==> src/rtl/sse_pkg.sv <==
// Shared constants and width-code decoding for the serial audio engine.
// Assumes 32-bit host words and samples of at most 24 bits.
package sse_pkg;
    localparam int WORD_W     = 32;
    localparam int HALF_W     = WORD_W / 2;
    localparam int SAMPLE_MAX = 24;
    localparam int WL_W       = $clog2(SAMPLE_MAX + 1);
    localparam int CODE_W     = 4;

    // Sample width in bits for a width code; reserved codes fall back to 16.
    function automatic logic [WL_W-1:0] code_to_width(input logic [CODE_W-1:0] code);
        case (code)
            4'd4:    return WL_W'(20);
            4'd8:    return WL_W'(24);
            default: return WL_W'(16);
        endcase
    endfunction

    // True when one FIFO word carries a single channel.
    function automatic logic code_is_wide(input logic [CODE_W-1:0] code);
        return (code == 4'd4) || (code == 4'd8);
    endfunction
endpackage

==> src/rtl/sse_clk_track.sv <==
// Samples bclk, lrclk and sdi on the system clock and turns them into
// launch/capture strobes plus a per-half slot counter and channel bit.
// Assumes bclk is at least 4x slower than clk and lrclk changes on launch edges.
module sse_clk_track #(
    parameter int SLOT_W = 6
) (
    input  logic              clk,
    input  logic              rst_n,
    input  logic              bclk,
    input  logic              lrclk,
    input  logic              sdi,
    input  logic              bclk_invert,
    input  logic              lr_invert,
    output logic              launch,
    output logic              capture,
    output logic              new_half,
    output logic              chan,
    output logic [SLOT_W-1:0] slot,
    output logic              sdi_s
);
    localparam logic [SLOT_W-1:0] SLOT_LAST = {SLOT_W{1'b1}};

    logic              bclk_s, bclk_d, lr_s, lr_prev, chan_q;
    logic [SLOT_W-1:0] slot_q, slot_nx;
    logic              rise, fall;

    // Register the external pins once and keep the previous bclk level.
    always_ff @(posedge clk) begin
        if (!rst_n) begin
            bclk_s <= 1'b0;
            bclk_d <= 1'b0;
            lr_s   <= 1'b0;
            sdi_s  <= 1'b0;
        end else begin
            bclk_s <= bclk;
            bclk_d <= bclk_s;
            lr_s   <= lrclk;
            sdi_s  <= sdi;
        end
    end

    // Edge selection and slot arithmetic for the current cycle.
    always_comb begin
        rise     = bclk_s & ~bclk_d;
        fall     = ~bclk_s & bclk_d;
        launch   = bclk_invert ? rise : fall;
        capture  = bclk_invert ? fall : rise;
        new_half = launch & (lr_s != lr_prev);
        if (new_half)
            slot_nx = '0;
        else if (slot_q == SLOT_LAST)
            slot_nx = slot_q;
        else
            slot_nx = slot_q + 1'b1;
        slot = launch ? slot_nx : slot_q;
        chan = launch ? (lr_s ^ lr_invert) : chan_q;
    end

    // Hold slot, channel and frame-clock history between launch edges.
    always_ff @(posedge clk) begin
        if (!rst_n) begin
            lr_prev <= 1'b0;
            slot_q  <= '0;
            chan_q  <= 1'b0;
        end else if (launch) begin
            lr_prev <= lr_s;
            slot_q  <= slot_nx;
            chan_q  <= lr_s ^ lr_invert;
        end
    end
endmodule

==> src/rtl/sse_fifo.sv <==
// Small synchronous word FIFO with flush. Pushes to a full FIFO and pops
// from an empty one are ignored; head is valid whenever empty is low.
module sse_fifo #(
    parameter int WIDTH = 32,
    parameter int DEPTH = 4
) (
    input  logic             clk,
    input  logic             rst_n,
    input  logic             flush,
    input  logic             push,
    input  logic [WIDTH-1:0] push_data,
    input  logic             pop,
    output logic [WIDTH-1:0] head,
    output logic             empty,
    output logic             full
);
    localparam int AW = (DEPTH > 1) ? $clog2(DEPTH) : 1;
    localparam int CW = $clog2(DEPTH + 1);
    localparam logic [AW-1:0] LAST = AW'(DEPTH - 1);

    logic [WIDTH-1:0] mem [DEPTH];
    logic [AW-1:0]    wr_ptr, rd_ptr;
    logic [CW-1:0]    count;
    logic             do_push, do_pop;

    // Qualify requests against the occupancy.
    always_comb begin
        empty   = (count == '0);
        full    = (count == CW'(DEPTH));
        do_push = push & ~full;
        do_pop  = pop & ~empty;
        head    = mem[rd_ptr];
    end

    // Storage array, written without reset.
    always_ff @(posedge clk) begin
        if (do_push) mem[wr_ptr] <= push_data;
    end

    // Pointer and occupancy bookkeeping.
    always_ff @(posedge clk) begin
        if (!rst_n || flush) begin
            wr_ptr <= '0;
            rd_ptr <= '0;
            count  <= '0;
        end else begin
            if (do_push) wr_ptr <= (wr_ptr == LAST) ? '0 : wr_ptr + 1'b1;
            if (do_pop)  rd_ptr <= (rd_ptr == LAST) ? '0 : rd_ptr + 1'b1;
            count <= count + CW'(do_push) - CW'(do_pop);
        end
    end
endmodule

==> src/rtl/sse_tx.sv <==
// Transmit serializer: fetches words at channel-half starts, selects the
// channel sample and drives one bit per launch edge, MSB first.
// Assumes go is high only while the transfer is active.
module sse_tx
    import sse_pkg::*;
#(
    parameter int SLOT_W = 6
) (
    input  logic              clk,
    input  logic              rst_n,
    input  logic              enable,
    input  logic              go,
    input  logic              launch,
    input  logic              new_half,
    input  logic              chan,
    input  logic [SLOT_W-1:0] slot,
    input  logic              delay,
    input  logic [WL_W-1:0]   width,
    input  logic              wide,
    input  logic [WORD_W-1:0] fifo_head,
    input  logic              fifo_empty,
    output logic              pop,
    output logic              starve,
    output logic              sdo
);
    logic [SAMPLE_MAX-1:0] cur_q, smp;
    logic [HALF_W-1:0]     right_q;
    logic [WORD_W-1:0]     word;
    logic [SLOT_W:0]       k;
    logic                  in_word, need;
    logic [WL_W-1:0]       idx;

    // Word fetch, sample selection and bit-index computation.
    always_comb begin
        need   = go & launch & new_half & (wide | ~chan);
        pop    = need & ~fifo_empty;
        starve = need & fifo_empty;
        word   = fifo_empty ? '0 : fifo_head;
        if (launch && new_half) begin
            if (wide)       smp = word[SAMPLE_MAX-1:0];
            else if (!chan) smp = SAMPLE_MAX'(word[WORD_W-1:HALF_W]);
            else            smp = SAMPLE_MAX'(right_q);
        end else begin
            smp = cur_q;
        end
        k       = {1'b0, slot} - (SLOT_W+1)'(delay);
        in_word = ~k[SLOT_W] && (k < (SLOT_W+1)'(width));
        idx     = width - WL_W'(1) - k[WL_W-1:0];
    end

    // Launch-edge register for the data pin and the held samples.
    always_ff @(posedge clk) begin
        if (!rst_n || !enable) begin
            sdo     <= 1'b0;
            cur_q   <= '0;
            right_q <= '0;
        end else if (launch) begin
            sdo   <= go & in_word & smp[idx];
            cur_q <= smp;
            if (need && !wide) right_q <= word[HALF_W-1:0];
        end
    end
endmodule

==> src/rtl/sse_rx.sv <==
// Receive deserializer: shifts sdi in on capture edges inside the sample
// window and emits a FIFO word when a frame (16-bit) or a channel (wide) ends.
module sse_rx
    import sse_pkg::*;
#(
    parameter int SLOT_W = 6
) (
    input  logic              clk,
    input  logic              rst_n,
    input  logic              enable,
    input  logic              active,
    input  logic              capture,
    input  logic              chan,
    input  logic [SLOT_W-1:0] slot,
    input  logic              delay,
    input  logic [WL_W-1:0]   width,
    input  logic              wide,
    input  logic              sdi,
    output logic              push,
    output logic [WORD_W-1:0] push_data
);
    logic [SAMPLE_MAX-2:0] shreg;
    logic [SAMPLE_MAX-1:0] mask, got;
    logic [HALF_W-1:0]     left_q;
    logic [SLOT_W:0]       k;
    logic                  in_word, take, done;

    // Window test, width mask and word assembly.
    always_comb begin
        k       = {1'b0, slot} - (SLOT_W+1)'(delay);
        in_word = ~k[SLOT_W] && (k < (SLOT_W+1)'(width));
        take    = enable & active & capture & in_word;
        done    = take && (k == (SLOT_W+1)'(width) - 1'b1);
        for (int i = 0; i < SAMPLE_MAX; i++) mask[i] = (i < int'(width));
        got       = {shreg, sdi} & mask;
        push      = done & (wide | chan);
        push_data = wide ? WORD_W'(got) : {left_q, got[HALF_W-1:0]};
    end

    // Shift register and held left sample for 16-bit packing.
    always_ff @(posedge clk) begin
        if (!rst_n || !enable) begin
            shreg  <= '0;
            left_q <= '0;
        end else begin
            if (take) shreg <= {shreg[SAMPLE_MAX-3:0], sdi};
            if (done && !wide && !chan) left_q <= got[HALF_W-1:0];
        end
    end
endmodule

==> src/rtl/stereo_serial_engine.sv <==
// Top of the two-channel serial audio engine: clock tracking, word FIFO,
// serializer and deserializer, plus start gating and sticky error flags.
// Assumes control inputs are changed only while run is low.
module stereo_serial_engine
    import sse_pkg::*;
#(
    parameter int FIFO_DEPTH = 4,
    parameter int SLOT_W     = 6
) (
    input  logic              clk,
    input  logic              rst_n,
    input  logic              run,
    input  logic              rx_mode,
    input  logic              i2s_mode,
    input  logic              bclk_invert,
    input  logic              lr_invert,
    input  logic [CODE_W-1:0] width_code,
    input  logic              bclk,
    input  logic              lrclk,
    input  logic              sdi,
    output logic              sdo,
    input  logic              wr_en,
    input  logic [WORD_W-1:0] wr_data,
    input  logic              rd_en,
    output logic [WORD_W-1:0] rd_data,
    output logic              underflow,
    output logic              overflow
);
    logic              launch, capture, new_half, chan, sdi_s;
    logic [SLOT_W-1:0] slot;
    logic [WL_W-1:0]   width;
    logic              wide, armed_q, active_q, go, frame_start, access;
    logic              f_push, f_pop, f_empty, f_full;
    logic [WORD_W-1:0] f_in, f_head;
    logic              tx_pop, tx_starve, rx_push;
    logic [WORD_W-1:0] rx_word;

    sse_clk_track #(.SLOT_W(SLOT_W)) u_track (
        .clk(clk), .rst_n(rst_n), .bclk(bclk), .lrclk(lrclk), .sdi(sdi),
        .bclk_invert(bclk_invert), .lr_invert(lr_invert),
        .launch(launch), .capture(capture), .new_half(new_half),
        .chan(chan), .slot(slot), .sdi_s(sdi_s)
    );

    // Decode format, start condition and FIFO steering.
    always_comb begin
        width       = code_to_width(width_code);
        wide        = code_is_wide(width_code);
        frame_start = launch & new_half & ~chan;
        go          = active_q | (armed_q & frame_start);
        access      = rx_mode ? rd_en : wr_en;
        f_push      = rx_mode ? rx_push : wr_en;
        f_in        = rx_mode ? rx_word : wr_data;
        f_pop       = rx_mode ? rd_en : tx_pop;
        rd_data     = (rx_mode && !f_empty) ? f_head : '0;
    end

    sse_fifo #(.WIDTH(WORD_W), .DEPTH(FIFO_DEPTH)) u_fifo (
        .clk(clk), .rst_n(rst_n), .flush(~run),
        .push(f_push), .push_data(f_in), .pop(f_pop),
        .head(f_head), .empty(f_empty), .full(f_full)
    );

    sse_tx #(.SLOT_W(SLOT_W)) u_tx (
        .clk(clk), .rst_n(rst_n), .enable(run & ~rx_mode), .go(go),
        .launch(launch), .new_half(new_half), .chan(chan), .slot(slot),
        .delay(i2s_mode), .width(width), .wide(wide),
        .fifo_head(f_head), .fifo_empty(f_empty),
        .pop(tx_pop), .starve(tx_starve), .sdo(sdo)
    );

    sse_rx #(.SLOT_W(SLOT_W)) u_rx (
        .clk(clk), .rst_n(rst_n), .enable(run & rx_mode), .active(active_q),
        .capture(capture), .chan(chan), .slot(slot),
        .delay(i2s_mode), .width(width), .wide(wide), .sdi(sdi_s),
        .push(rx_push), .push_data(rx_word)
    );

    // Start gating on first access, and sticky starvation/full flags.
    always_ff @(posedge clk) begin
        if (!rst_n || !run) begin
            armed_q   <= 1'b0;
            active_q  <= 1'b0;
            underflow <= 1'b0;
            overflow  <= 1'b0;
        end else begin
            if (access)                 armed_q   <= 1'b1;
            if (armed_q && frame_start) active_q  <= 1'b1;
            if (tx_starve && !rx_mode)  underflow <= 1'b1;
            if (rx_push && f_full)      overflow  <= 1'b1;
        end
    end
endmodule

==> config.mk <==
export PLATFORM = sky130hd
export DESIGN_NAME = stereo_serial_engine
export DESIGN_NICKNAME = d
export VERILOG_FILES = /design/src/rtl/sse_pkg.sv /design/src/rtl/sse_clk_track.sv /design/src/rtl/sse_fifo.sv /design/src/rtl/sse_tx.sv /design/src/rtl/sse_rx.sv /design/src/rtl/stereo_serial_engine.sv
export SDC_FILE = /design/constraint.sdc
export NUM_CORES = 1
export LEC_CHECK = 0
export BUFFER_PORTS_ARGS = -buffer_cell sky130_fd_sc_hd__buf_4
export CORE_ASPECT_RATIO = 0.8
export CORE_UTILIZATION = 45
export CTS_CLUSTER_SIZE = 8
export DETAILED_ROUTE_END_ITERATION = 7
export GPL_ROUTABILITY_DRIVEN = 0
export PLACE_DENSITY = 0.63
export SYNTH_ARGS = -nofsm -noshare
export SYNTH_HDL_FRONTEND = slang
export SYNTH_HIERARCHICAL = 1
export SYNTH_SLANG_ARGS = --single-unit
==> constraint.sdc <==
create_clock -name clk -period 10.09 [get_ports clk]
set_input_delay 0.5045 -clock clk [delete_from_list [all_inputs] [get_ports clk]]
set_output_delay 0.5045 -clock clk [all_outputs]
set_load 0.03 [all_outputs]
# Word-level counts from Yosys, hierarchy flattened
# Memory sizes are Yosys's and may differ from the RTL's. A register that Yosys moved wholly into a read port is not among the register bits.
# Index checks and enable logic that the tools add are counted.
dict set report op_classes {
  n_addsub 9
  n_lt_le_gt_ge 26
  eq_ne 8
  n_mux 25
  n_bitwise 34
  reduce_logical 25
}
# cell n
set op_table {}
lappend op_table {{$mux 32} 4}
lappend op_table {{$mux 24} 2}
lappend op_table {{$lt 4x5->1 const A} 8}
lappend op_table {{$lt 5x5->1 const A} 8}
lappend op_table {{$and 24x24->24} 1}
lappend op_table {{$and 1x1->1} 21}
lappend op_table {{$lt 3x5->1 const A} 4}
lappend op_table {{$mux 6} 3}
lappend op_table {{$mux 16} 1}
lappend op_table {{$logic_and 1x1->1} 10}
lappend op_table {{$lt 1x5->1 const A} 2}
lappend op_table {{$lt 2x5->1 const A} 2}
lappend op_table {{$mux 1} 9}
lappend op_table {{$logic_not 1->1} 8}
lappend op_table {{$mux 2} 4}
lappend op_table {{$not 1->1} 8}
lappend op_table {{$pmux 4 s2} 1}
lappend op_table {{$eq 7x7->1} 1}
lappend op_table {{$lt 7x5->1} 1}
lappend op_table {{$sub 6x1->7} 1}
lappend op_table {{$add 6x1->6 const B} 1}
lappend op_table {{$eq 6x6->1 const B} 1}
lappend op_table {{$lt 5x6->1 const B} 1}
lappend op_table {{$sub 5x1->6 const B} 1}
lappend op_table {{other kinds (16)} 24}
dict set report word_totals {
  ff_bits 103
  mem_bits_rw 128
  inputBits 48
  word_cells 147
  n_memories 1
}
# memory depth width rd rd_ports_with_merged_regs write_ports line_no
set mem_list {}
lappend mem_list {u_fifo.mem 4 32 1 1 1 sse_fifo.sv:21} ;# logic [WIDTH-1:0] mem [DEPTH];

# Logic depth before layout (Yosys ltp)
# Gate-level depths: netlist (run 1).
dict set report logic_depth {
  ltp_word 16
  mapped_depth 28
  mapped_depth_nobuf 26
}

# Cells and area by module
# The synthesis (run 1) kept the hierarchy.
# module n_inst cells_per_inst area_per_inst_um2 seq_area_each_um2
set modules_own_cells {}
lappend modules_own_cells {sse_fifo 1 219 5084.9 4023.9}
lappend modules_own_cells {sse_tx 1 308 2464.9 820.8}
lappend modules_own_cells {sse_rx 1 278 2275.9 780.7}
lappend modules_own_cells {stereo_serial_engine 1 100 855.8 80.1}
lappend modules_own_cells {sse_clk_track 1 79 704.4 240.2}

# Worst setup path before layout (run 1)
# Ideal clock, no wire load.
dict set report synth_path {
  kind {register -> register}
  from {reg u_track.slot_q[0]}
  to {reg u_fifo.count[2]}
  setup_ns 0.117
  arrival_ns 5.046
  t_required_ns 9.973
  slack_ns 4.928
  path_stages_with_launch 28
  path_buffers 2
  path_cell_list {dfxtp_1 > ha_1 > nand3_1 > o32a_2 > o22ai_1 > inv_1 > ha_1 > ha_1 > nor3b_1 > xnor2_1 > inv_1 > ha_1 > o2111ai_1 > o2111ai_1 > buf_2 > buf_2 > nor4_1 > nand2_1 > nand2_1 > and2_4 > inv_1 > ha_1 > inv_1 > ha_1 > fa_1 > xnor2_1 > xnor2_1 > nor2_1}
}
dict set report synth_between {
  elab_chain_cells 14
}
# element line_no
set synth_lines {}
lappend synth_lines {{start: declaration} sse_clk_track.sv:24} ;# logic [SLOT_W-1:0] slot_q, slot_nx;
lappend synth_lines {{start signal: assignment} sse_clk_track.sv:67} ;# slot_q <= slot_nx;
lappend synth_lines {{$add 6x1->6 / $eq 6x6->1 (equally long branches)} {sse_clk_track.sv:54, sse_clk_track.sv:51}}
lappend synth_lines {{$mux 6} sse_clk_track.sv:51} ;# else if (slot_q == SLOT_LAST)
lappend synth_lines {{$mux 6} sse_clk_track.sv:49} ;# if (new_half)
lappend synth_lines {{$mux 6 *} sse_clk_track.sv:55} ;# slot = launch ? slot_nx : slot_q;
lappend synth_lines {{named net slot[0]} stereo_serial_engine.sv:30} ;# logic [SLOT_W-1:0] slot;
lappend synth_lines {{$sub 6x1->7 *} sse_rx.sv:30} ;# k = {1'b0, slot} - (SLOT_W+1)'(delay);
lappend synth_lines {{$lt 7x5->1 / $not 1->1 (equally long branches)} sse_rx.sv:31} ;# in_word = ~k[SLOT_W] && (k < (SLOT_W+1)'(width));
lappend synth_lines {{$logic_and 1x1->1} sse_rx.sv:31}
lappend synth_lines {{$and 1x1->1} sse_rx.sv:32} ;# take = enable & active & capture & in_word;
lappend synth_lines {{$logic_and 1x1->1 *} sse_rx.sv:33} ;# done = take && (k == (SLOT_W+1)'(width) - 1'b1);
lappend synth_lines {{$and 1x1->1 *} sse_rx.sv:36} ;# push = done & (wide | chan);
lappend synth_lines {{named net rx_push} stereo_serial_engine.sv:35} ;# logic tx_pop, tx_starve, rx_push;
lappend synth_lines {{$mux 1 *} stereo_serial_engine.sv:52} ;# f_push = rx_mode ? rx_push : wr_en;
lappend synth_lines {{named net f_push} stereo_serial_engine.sv:33} ;# logic f_push, f_pop, f_empty, f_full;
lappend synth_lines {{$and 1x1->1 *} sse_fifo.sv:30} ;# do_push = push & ~full;
lappend synth_lines {{$add 3x1->3 *} sse_fifo.sv:49} ;# count <= count + CW'(do_push) - CW'(do_pop);
lappend synth_lines {{$sub 3x1->3 *} sse_fifo.sv:49}
lappend synth_lines {{end signal: assignment} sse_fifo.sv:49}
lappend synth_lines {{end: declaration} sse_fifo.sv:23} ;# logic [CW-1:0] count;
# Mark *: on every way through the listed nets, which the timed path passes. The rest lies on a longest branch.
# A chain may end at the register's enable or synchronous reset.

# Final worst setup path (run 1)
dict set report layout_path {
  from {reg u_track.bclk_d}
  to {reg u_fifo.count[2]}
}
dict set report layout_between {
  elab_chain_cells 16
}
# element line_no
set layout_lines {}
lappend layout_lines {{start: declaration} sse_clk_track.sv:23} ;# logic bclk_s, bclk_d, lr_s, lr_prev, chan_q;
lappend layout_lines {{start signal: assignment} sse_clk_track.sv:36} ;# bclk_d <= bclk_s;
lappend layout_lines {{$not 1->1} sse_clk_track.sv:44} ;# rise = bclk_s & ~bclk_d;
lappend layout_lines {{$and 1x1->1} sse_clk_track.sv:44}
lappend layout_lines {{$mux 1 *} sse_clk_track.sv:46} ;# launch = bclk_invert ? rise : fall;
lappend layout_lines {{named net launch} stereo_serial_engine.sv:29} ;# logic launch, capture, new_half, chan, sdi_s;
lappend layout_lines {{$and 1x1->1} sse_clk_track.sv:48} ;# new_half = launch & (lr_s != lr_prev);
lappend layout_lines {{$mux 6} sse_clk_track.sv:49}
lappend layout_lines {{$mux 6 *} sse_clk_track.sv:55}
lappend layout_lines {{named net slot[2]} stereo_serial_engine.sv:30}
lappend layout_lines {{(+4 left out)} n/a}
lappend layout_lines {{$logic_and 1x1->1 *} sse_rx.sv:33}
lappend layout_lines {{$and 1x1->1 *} sse_rx.sv:36}
lappend layout_lines {{named net rx_push} stereo_serial_engine.sv:35}
lappend layout_lines {{$mux 1 *} stereo_serial_engine.sv:52}
lappend layout_lines {{named net f_push} stereo_serial_engine.sv:33}
lappend layout_lines {{$and 1x1->1 *} sse_fifo.sv:30}
lappend layout_lines {{$add 3x1->3 *} sse_fifo.sv:49}
lappend layout_lines {{$sub 3x1->3 *} sse_fifo.sv:49}
# Marks and branches as above.

==> flow_results.org, run 1 <==
** Critical path
- In this run the critical register-to-register path is launched from u_track/bclk_d.
- Worst Reg-to-Reg Cells :: 21
- The worst setup path is launched from a flop.
- The critical path goes through nor3b_2, or2_1, a22oi_1, nor3b_1, xor2_1, ha_1, a21o_1, nand2_1, o2111ai_4, nor4_1, nand2_1, nand2_1, and2_4, inv_1, ha_1, inv_1, ha_1, fa_1, xnor2_1, xnor2_1, nor2_1.
- For the worst setup path, the data arrival time is between 6 and 7 ns.
- Slowest cell on crit path :: sky130_fd_sc_hd__or2_1
- End of the worst register-to-register path :: u_fifo/count[2]
- Largest stage delay, worst path :: between 0.5 and 0.6 ns
- Across all register-to-register paths, the minimum setup slack is 3.89 ns.
- For the worst setup path, the data required time is 10.48 ns.
- Nature of the critical path endpoint :: flop
- In this run the worst path has a maximum fanout of 26.
- Crit path kind :: reg2reg

** Outcome
- The flow ran to the end, but the final reports show violations.
- The checks that failed: DRC.

** Timing
- Dividing the final minimum period by the clock period gives 0.614.
- The worst path needs slightly above 6 ns of the cycle, external delays included.
- Endpoints failing setup :: 0
- Hold timing on the final database bottoms out at a slack of a little over 0.2 ns.
- PnR worst setup slack :: between 3 and 4 ns
- Setup repair after global routing left no endpoint under its margin.
- The clock arrives with between 0.01 and 0.015 ns of skew.
- Derived from the worst setup path, the maximum achievable clock frequency is between 0.15 and 0.2 GHz.
- In the final timing run, aggregate negative setup slack is 0 ns.
- For the pin with the worst max-slew slack, the measured transition is between 1 and 1.5 ns.
- Count of final hold-check violations :: 0
- The final number of max-transition violations came to 0.
- Worst slew margin relative to its limit :: 0.190

** Detailed routing
- Final wirelength :: about 30000 um
- Dividing the detail-routed wire length by the instance count gives roughly 21 um.
- Count of nets left with antenna violations after detail routing :: 0
- The first detailed-routing pass took 8 iterations.
- The routed layout has roughly 8000 vias.
- After detailed routing, the number of remaining DRC violations is 3.
- Number of design-rule violations left by the first detailed-router iteration :: a little under 800
- Routed via count divided by cell count :: 5.76

** Synth
- In this run, synthesis produced a sequential element count of approximately 230.
- Number of synthesized flops with an enable pin :: about 130
- Of the synthesized area, sequential elements account for 0.522.
- In this run the mean area of a mapped cell was about 12 um2.
- For this run, the number of Yosys warnings is 6.
- After technology mapping, the gate count stands at ~1000.
- Main synth FF type :: sky130_fd_sc_hd__edfxtp_1
- Summing every instance area after synthesis gives ~11000 um2.
- In the synthesized netlist the async set-or-reset flop fraction comes to 0.
- After synthesis, the netlist uses 85 different library cells.

** Clock network
- TritonCTS clock tree :: built
- Hold repair after CTS inserted 0 buffers.
- TritonCTS created 35 clock buffers.
- The H-tree generated during clock tree synthesis spans 2 levels.
- Clock tree root driver cell :: sky130_fd_sc_hd__clkbuf_16
- At the later pin of the worst-skew pair, clock insertion delay measures ~0.51 ns.
- Clock net sink count :: between 200 and 250
- Buffers from clock root to sink, at most :: 3
- After clock tree synthesis, the clock-pin slew on the worst setup and hold paths is roughly 0.05 ns.
- The number of gates resized after CTS was 0.
- Post-CTS setup buffer count :: 0

** Power
- For this design the static power due to leakage is slightly below 5 nW.
- Worst-case vdd ir drop :: 0.147 mV
- PD cells :: between 150 and 200 nW/um2

** Layout
- Compared with the post-synthesis result, the final layout area differs by 16.0%.
- Fill cell count :: roughly 2100
- The repair_antennas step left the layout with diodes totalling 0.
- Fraction of final layout cells with drive strength greater than 1 :: 0.208
- Net total in the final layout :: approximately 1100
- Final Util :: 0.538

** Worst hold path
- For hold timing, the worst endpoint is u_track/lr_s.
- Along the worst hold path, the cell count comes to 2.
- In this run the most critical hold path is launched from lrclk.
- The worst hold path belongs to the class in2reg.

** GRT
- Entering global routing, the biggest net connects 54 pins.
- The first global-routing pass estimated ~45000 um of wire.
- Overall fraction of global-route tracks in use :: 0.231
- Antenna violations before repair :: 0
- Sum of overflow across all layers after global routing :: 0
- The number of global-route vias before repair came to around 7800.

** Floorplan
- For this configuration, the core starts out at a cell density of 0.463.
- Pin placement for this block handled 83 I/O pins.
- The total area inside the core boundary comes to ~25000 um2.
- Die Height :: approximately 140 um
- Standard-cell row count :: 51
- Die Outline Area :: ~26000 um2
- In this run the horizontal extent of the chip is roughly 180 um.

** Placement
- Buffers placed on the I/O ports in this run total 82.
- After legalization and detailed placement, the total HPWL measured a little over 20000 um.
- Placement-stage worst setup slack :: approximately 3.7 ns

** Job
- # Max-Cap Violations :: 0
-- state kept, by name (all words and copies together) (netlist names), 2 cells and up, named ones only --
register and flops:
u_fifo/wr_ptr 2, u_tx/cur_q 24, u_rx/left_q 16, u_fifo/mem 128, u_track/slot_q 6, u_fifo/rd_ptr 2
u_fifo/count 3, u_tx/right_q 16, u_rx/shreg 23
-- layout make-up --
type,count,area (um2),area share
Timing Repair Buffer,91,683,0.0517
Multi-Input combinational cell,657,5030,0.381
Inverter,46,173,0.0131
Tap cell,318,398,0.0301
Clock inverter,4,62.6,0.00473
Clock buffer,46,917,0.0694
Sequential cell,233,5950,0.450
-- cells in the mapped netlist, drive strengths merged (19+ instances only) --
master    n  share of area
inv      46          0.015
ha       27          0.030
mux2     35          0.037
o21ai    43          0.019
nor2     81          0.027
and2     48          0.027
nor2b    19          0.010
clkbuf   35          0.012
mux4     33          0.065
buf      28          0.016
dfxtp   105           0.18
a21oi    55          0.024
nor3b    23          0.017
nand2    44          0.015
mux2i    23          0.020
edfxtp  128           0.34
nand4    20          0.011
-- layer usage --
| metal | GRT usage | vias to the layer above | share of wire |
|---|---|---|---|
| met3 | 0.0335 | 39 | 0.062 |
| met4 | 0.0617 | 0 | 0.017 |
| li1 | - | 3778 | - |
| met5 | 0 | - | 0 |
| met2 | 0.379 | 251 | 0.47 |
| met1 | 0.322 | 3967 | 0.45 |
-- worst max-delay path, delay by kind of cell (launching register included) --
family,cells,cell delay [ns]
simple gates,9,2.68
compound gates,3,1.16
fa+ha+maj,4,1.14
xor+xnor,3,0.63
flops,1,0.35
buf+inv,2,0.09
-- worst max path at each step --
stage                      startpoint  cells past startpoint               to
floorplan           u_track/slot_q[0]                     27  u_fifo/count[2]
global placement          bclk_invert                     22  u_fifo/count[2]
detailed placement        bclk_invert                     22  u_fifo/count[2]
CTS                    u_track/bclk_d                     21  u_fifo/count[2]
global route           u_track/bclk_d                     21  u_fifo/count[2]
finish                 u_track/bclk_d                     21  u_fifo/count[2]
-- logic make-up (layout without fill, tap and decap cells) --
| kind of cell | count (synthesis) | count (layout) | share of synthesized area |
|---|---|---|---|
| and+or+nand+nor | 309 | 309 | 0.149 |
| buffers and inverters | 109 | 187 | 0.0438 |
| other | 2 | 17 | 0.000660 |
| DFF | 233 | 233 | 0.522 |
| xor gates and xnor gates | 21 | 21 | 0.0175 |
| muxes | 91 | 91 | 0.122 |
| adders and majority gates | 29 | 29 | 0.0332 |
| AOI/OAI and AO/OA | 190 | 190 | 0.112 |
-- placed cells by master, fill, tap and decap left out, drive strengths merged, types with 35 or more instances in the layout --
cell | synthesis | layout
o21ai | 43 | 43
nor2 | 81 | 81
inv | 46 | 47
a21oi | 55 | 55
clkbuf | 35 | 46
and2 | 48 | 48
nand2 | 44 | 44
mux2 | 35 | 35
edfxtp | 128 | 128
dfxtp | 105 | 105
buf | 28 | 91
-- through the flow --
step / std cells / total power [mW] / cell area (um2)
global route: 1395 / 2.36 / 13200
finish: 1395 / 2.28 / 13200
detailed placement: 1345 / 1.25 / 12200
CTS: 1395 / 2.30 / 13200
floorplan: 999 / 1.18 / 11400
global placement: 1345 / 1.25 / 12200
-- power by group --
group          leakage, nW  internal [mW]  total, mW  switching [mW]
Combinational         2.34         0.0836      0.219           0.136
Sequential            2.03           1.01       1.02         0.00393
Clock                0.467          0.634       1.05           0.412
Power figures use the tool's default switching activity.
==> inputs of run 2 (changes only) <==
--- a/config.mk
+++ b/config.mk
@@ -11,7 +11,7 @@
 export CTS_CLUSTER_SIZE = 8
 export DETAILED_ROUTE_END_ITERATION = 7
 export GPL_ROUTABILITY_DRIVEN = 0
-export PLACE_DENSITY = 0.63
+export PLACE_DENSITY = 0.66
 export SYNTH_ARGS = -nofsm -noshare
 export SYNTH_HDL_FRONTEND = slang
 export SYNTH_HIERARCHICAL = 1
==> constraint.sdc (replaced) <==
create_clock -name clk -period 5.5 [get_ports clk]
set_input_delay 0.275 -clock clk [delete_from_list [all_inputs] [get_ports clk]]
set_output_delay 0.275 -clock clk [all_outputs]
set_load 0.03 [all_outputs]
==> flow_results.org, run 2 (synthesized netlist as in run 1, its figures left out) <==
** Outcome
- Violated checks :: DRC (unchanged)
- Run status :: finished, violations left (unchanged)

** Critical path
- The setup slack on the worst flop-to-flop path came to 0.33 ns (was 3.89 ns).
- The start of the worst register-to-register path was u_track/slot_q[1] (was u_track/bclk_d).
- Buffer and inverter count on the worst path :: 4 (was 2)
- The top cell family by delay on the critical path was adder cells (was simple AND/OR/NAND/NOR gates).
- Startpoint type of the worst setup path :: flop (unchanged)
- Arrival time worst endpoint :: 5.57 ns (was 6.58 ns)
- The reg-to-reg endpoint is u_fifo/count[2] (unchanged).
- Crit path kind :: reg2reg (unchanged)
- The slowest stage cell on the critical path is sky130_fd_sc_hd__dfxtp_1 (was sky130_fd_sc_hd__or2_1).
- Worst Reg-to-Reg Cells :: 25 (was 21)
- Worst-path maximum fanout :: 7 (was 26)
- Largest stage delay, worst path :: 0.40 ns (was 0.58 ns)
- Nature of the critical path endpoint :: flop (unchanged)
- The data required time at the worst endpoint is 5.90 ns (was 10.48 ns).
- Cell with the most instances on the worst path :: sky130_fd_sc_hd__ha_1

** Clock network
- Buffers from clock root to sink, at most :: 3 (unchanged)
- Clock buffers created by TritonCTS :: 35 (unchanged)
- Clock tree root driver cell :: sky130_fd_sc_hd__clkbuf_16 (unchanged)
- The number of setup buffers added after CTS was 0 (unchanged).
- Clk_lat worst skew :: 0.52 ns (was 0.51 ns)
- The number of sinks driven by the clock tree is 233 (unchanged).
- TritonCTS clock tree :: built (unchanged)
- Clock transition at the registers of the reported paths :: 0.05 ns (about the same)
- H-tree level count :: 2 (unchanged)

** Layout
- The area of all placed cells without fillers was 13400 um2 (was 13200 um2).
- The number of fill cells came to 2099 (was 2138).
- Biggest registers after layout :: u_fifo/mem: 128 flops, u_tx/cur_q: 24 flops, u_rx/shreg: 23 flops (unchanged)
- Commonest non-fill, non-tap cells in the layout: sky130_fd_sc_hd__edfxtp_1, sky130_fd_sc_hd__dfxtp_1, sky130_fd_sc_hd__buf_4 (unchanged).
- The layout overhead on the synthesized area was 17.5% (was 16.0%).
- The final cell count without fillers is 1418 (was 1395).
- Fraction of final layout cells with drive strength greater than 1 :: 0.216 (was 0.208)
- Antenna diode count :: 0 (unchanged)
- Number of flip-flops in the largest register :: 128 (unchanged)
- The most frequent standard cell in the layout excluding fill and tap cells was sky130_fd_sc_hd__edfxtp_1 (unchanged).
- Net total in the final layout :: 1155 (was 1141)
- Largest Register :: u_fifo/mem (unchanged)

** Timing
- Count of final hold-check violations :: 0 (unchanged)
- The portion of the clock cycle consumed by the worst path in the final layout is 0.940 (was 0.614).
- Number of max-slew violations in the final report :: 0 (unchanged)
- The final count of negative-setup-slack endpoints was 0 (unchanged).
- The shortest clock period the worst path allows after layout was 5.17 ns (was 6.20 ns).
- Worst Skew :: 0.0211 ns (was 0.0137 ns)
- The total negative slack was 0 ns (unchanged).
- Worst slew margin relative to its limit :: 0.386 (was 0.190)
- Maximum achievable frequency :: 0.193 GHz (was 0.161 GHz)
- Measured slew at the worst slew-check pin :: 0.920 ns (was 1.21 ns)

** Floorplan
- The die height is 144 um (unchanged).
- Die Outline Area :: 25900 um2 (unchanged)
- The effective utilization at floorplan came to 0.463 (unchanged).
- The area of the core is 24600 um2 (unchanged).
- The die outline width was 180 um (unchanged).
- The top-level I/O count was 83 (unchanged).
- The number of core rows is 51 (unchanged).

** Detailed routing
- The wire length per cell after detailed routing is 20.7 um (was 21.3 um).
- Routed via count divided by cell count :: 5.77 (was 5.76)
- Final wirelength :: 29300 um (was 29800 um)
- The total via count in the routed design is 8187 (was 8035).
- Residual DRC :: 2 (was 3)
- Count of nets left with antenna violations after detail routing :: 0 (unchanged)
- The iteration count of the initial detailed-routing pass is 7 (was 8).
- Number of design-rule violations left by the first detailed-router iteration :: 858 (was 778)

** GRT
- The initial antenna violation count came to 0 (unchanged).
- The remaining global-route overflow came to 0 (unchanged).
- The overall fraction of global-route tracks in use was 0.227 (was 0.231).
- The global-route wire length before repair came to 44900 um (was 45300 um).
- Via count of the first global-routing pass :: 7703 (was 7786)
- The largest net degree at the start of global routing came to 42 (was 54).

** Power
- The cell area power density was 316 nW/um2 (was 173 nW/um2).
- The peak supply drop is 0.243 mV (was 0.147 mV).
- Leakage component of the power :: 4.92 nW (was 4.84 nW)
- Power after layout :: 4.23 mW (was 2.28 mW)

** Worst hold path
- The worst hold path stage count is 2 (unchanged).
- Min-Delay Path Class :: in2reg (unchanged)
- The start point of the worst min-delay path was wr_data[28] (was lrclk).
- Min-Delay Endpoint :: u_fifo/mem[2][28] (was u_track/lr_s)

** Placement
- The area of placed instances is 12300 um2 (was 12200 um2).
- Detailed Place HPWL :: 20100 um (was 20200 um)
- Dpl cells :: 1356 (was 1345)
- The count of buffers from port buffering was 82 (unchanged).

** Job
- The number of maximum-capacitance violations came to 0 (unchanged).
[run 2: metal layers]
layer,track usage,share of wire,vias up
met5,0,0,-
met1,0.333,0.47,4042
met3,0.0368,0.060,42
li1,-,-,3821
met2,0.355,0.45,282
met4,0.0495,0.014,0
[run 2: worst max-delay path by stage]
stage,start,depth (start not counted),endpoint
global placement,bclk_invert,25,u_fifo/count[2]
CTS,u_track/bclk_d,24,u_fifo/count[2]
floorplan,u_track/slot_q[0],27,u_fifo/count[2]
finish,u_track/slot_q[1],25,u_fifo/count[2]
detailed placement,bclk_invert,25,u_fifo/count[2]
global route,u_track/slot_q[0],25,u_fifo/count[2]
[run 2: worst register-to-register path: cells and delay by family (launching register included)]
family	cells	cell delay (ns)
buf+inv	4	0.22
xor+xnor	3	0.53
flops	1	0.40
compound gates	4	0.91
simple gates	7	1.15
fa+ha+maj	7	1.85
[run 2: metrics by stage]
step | hold slack, ns | worst slack (ns) | util
after CTS | 0.0761 | 0.341 | 0.544
after detailed placement | 0.464 | 0.304 | 0.501
after global routing | 0.0793 | -0.0109 | 0.545
after global placement | 0.456 | 0.394 | 0.501
final | 0.0878 | 0.330 | 0.545
after floorplan | 0.402 | 0.338 | -
[run 2: cell type report]
cell class | count | area, um2 | area share
clock buffer | 55 | 951 | 0.0711
clock inverter | 4 | 63.8 | 0.00477
inverter | 46 | 173 | 0.0129
multi-input combinational | 657 | 5050 | 0.378
sequential | 233 | 5950 | 0.444
tap | 318 | 398 | 0.0297
timing repair buffer | 105 | 796 | 0.0595
[run 2: power breakdown]
part | internal, mW | total [mW] | switching, mW
clock network | 1.19 | 1.96 | 0.770
logic | 0.158 | 0.406 | 0.247
registers | 1.86 | 1.87 | 0.00869
total | 3.21 | 4.23 | 1.03
[run 2: what timing repair did]
item | in CTS | in global routing
resized for setup | 0 | 4
setup endpoints to repair | 0 | 1
endpoints found under the hold margin | 3 | 0
hold buffers | 3 | 0
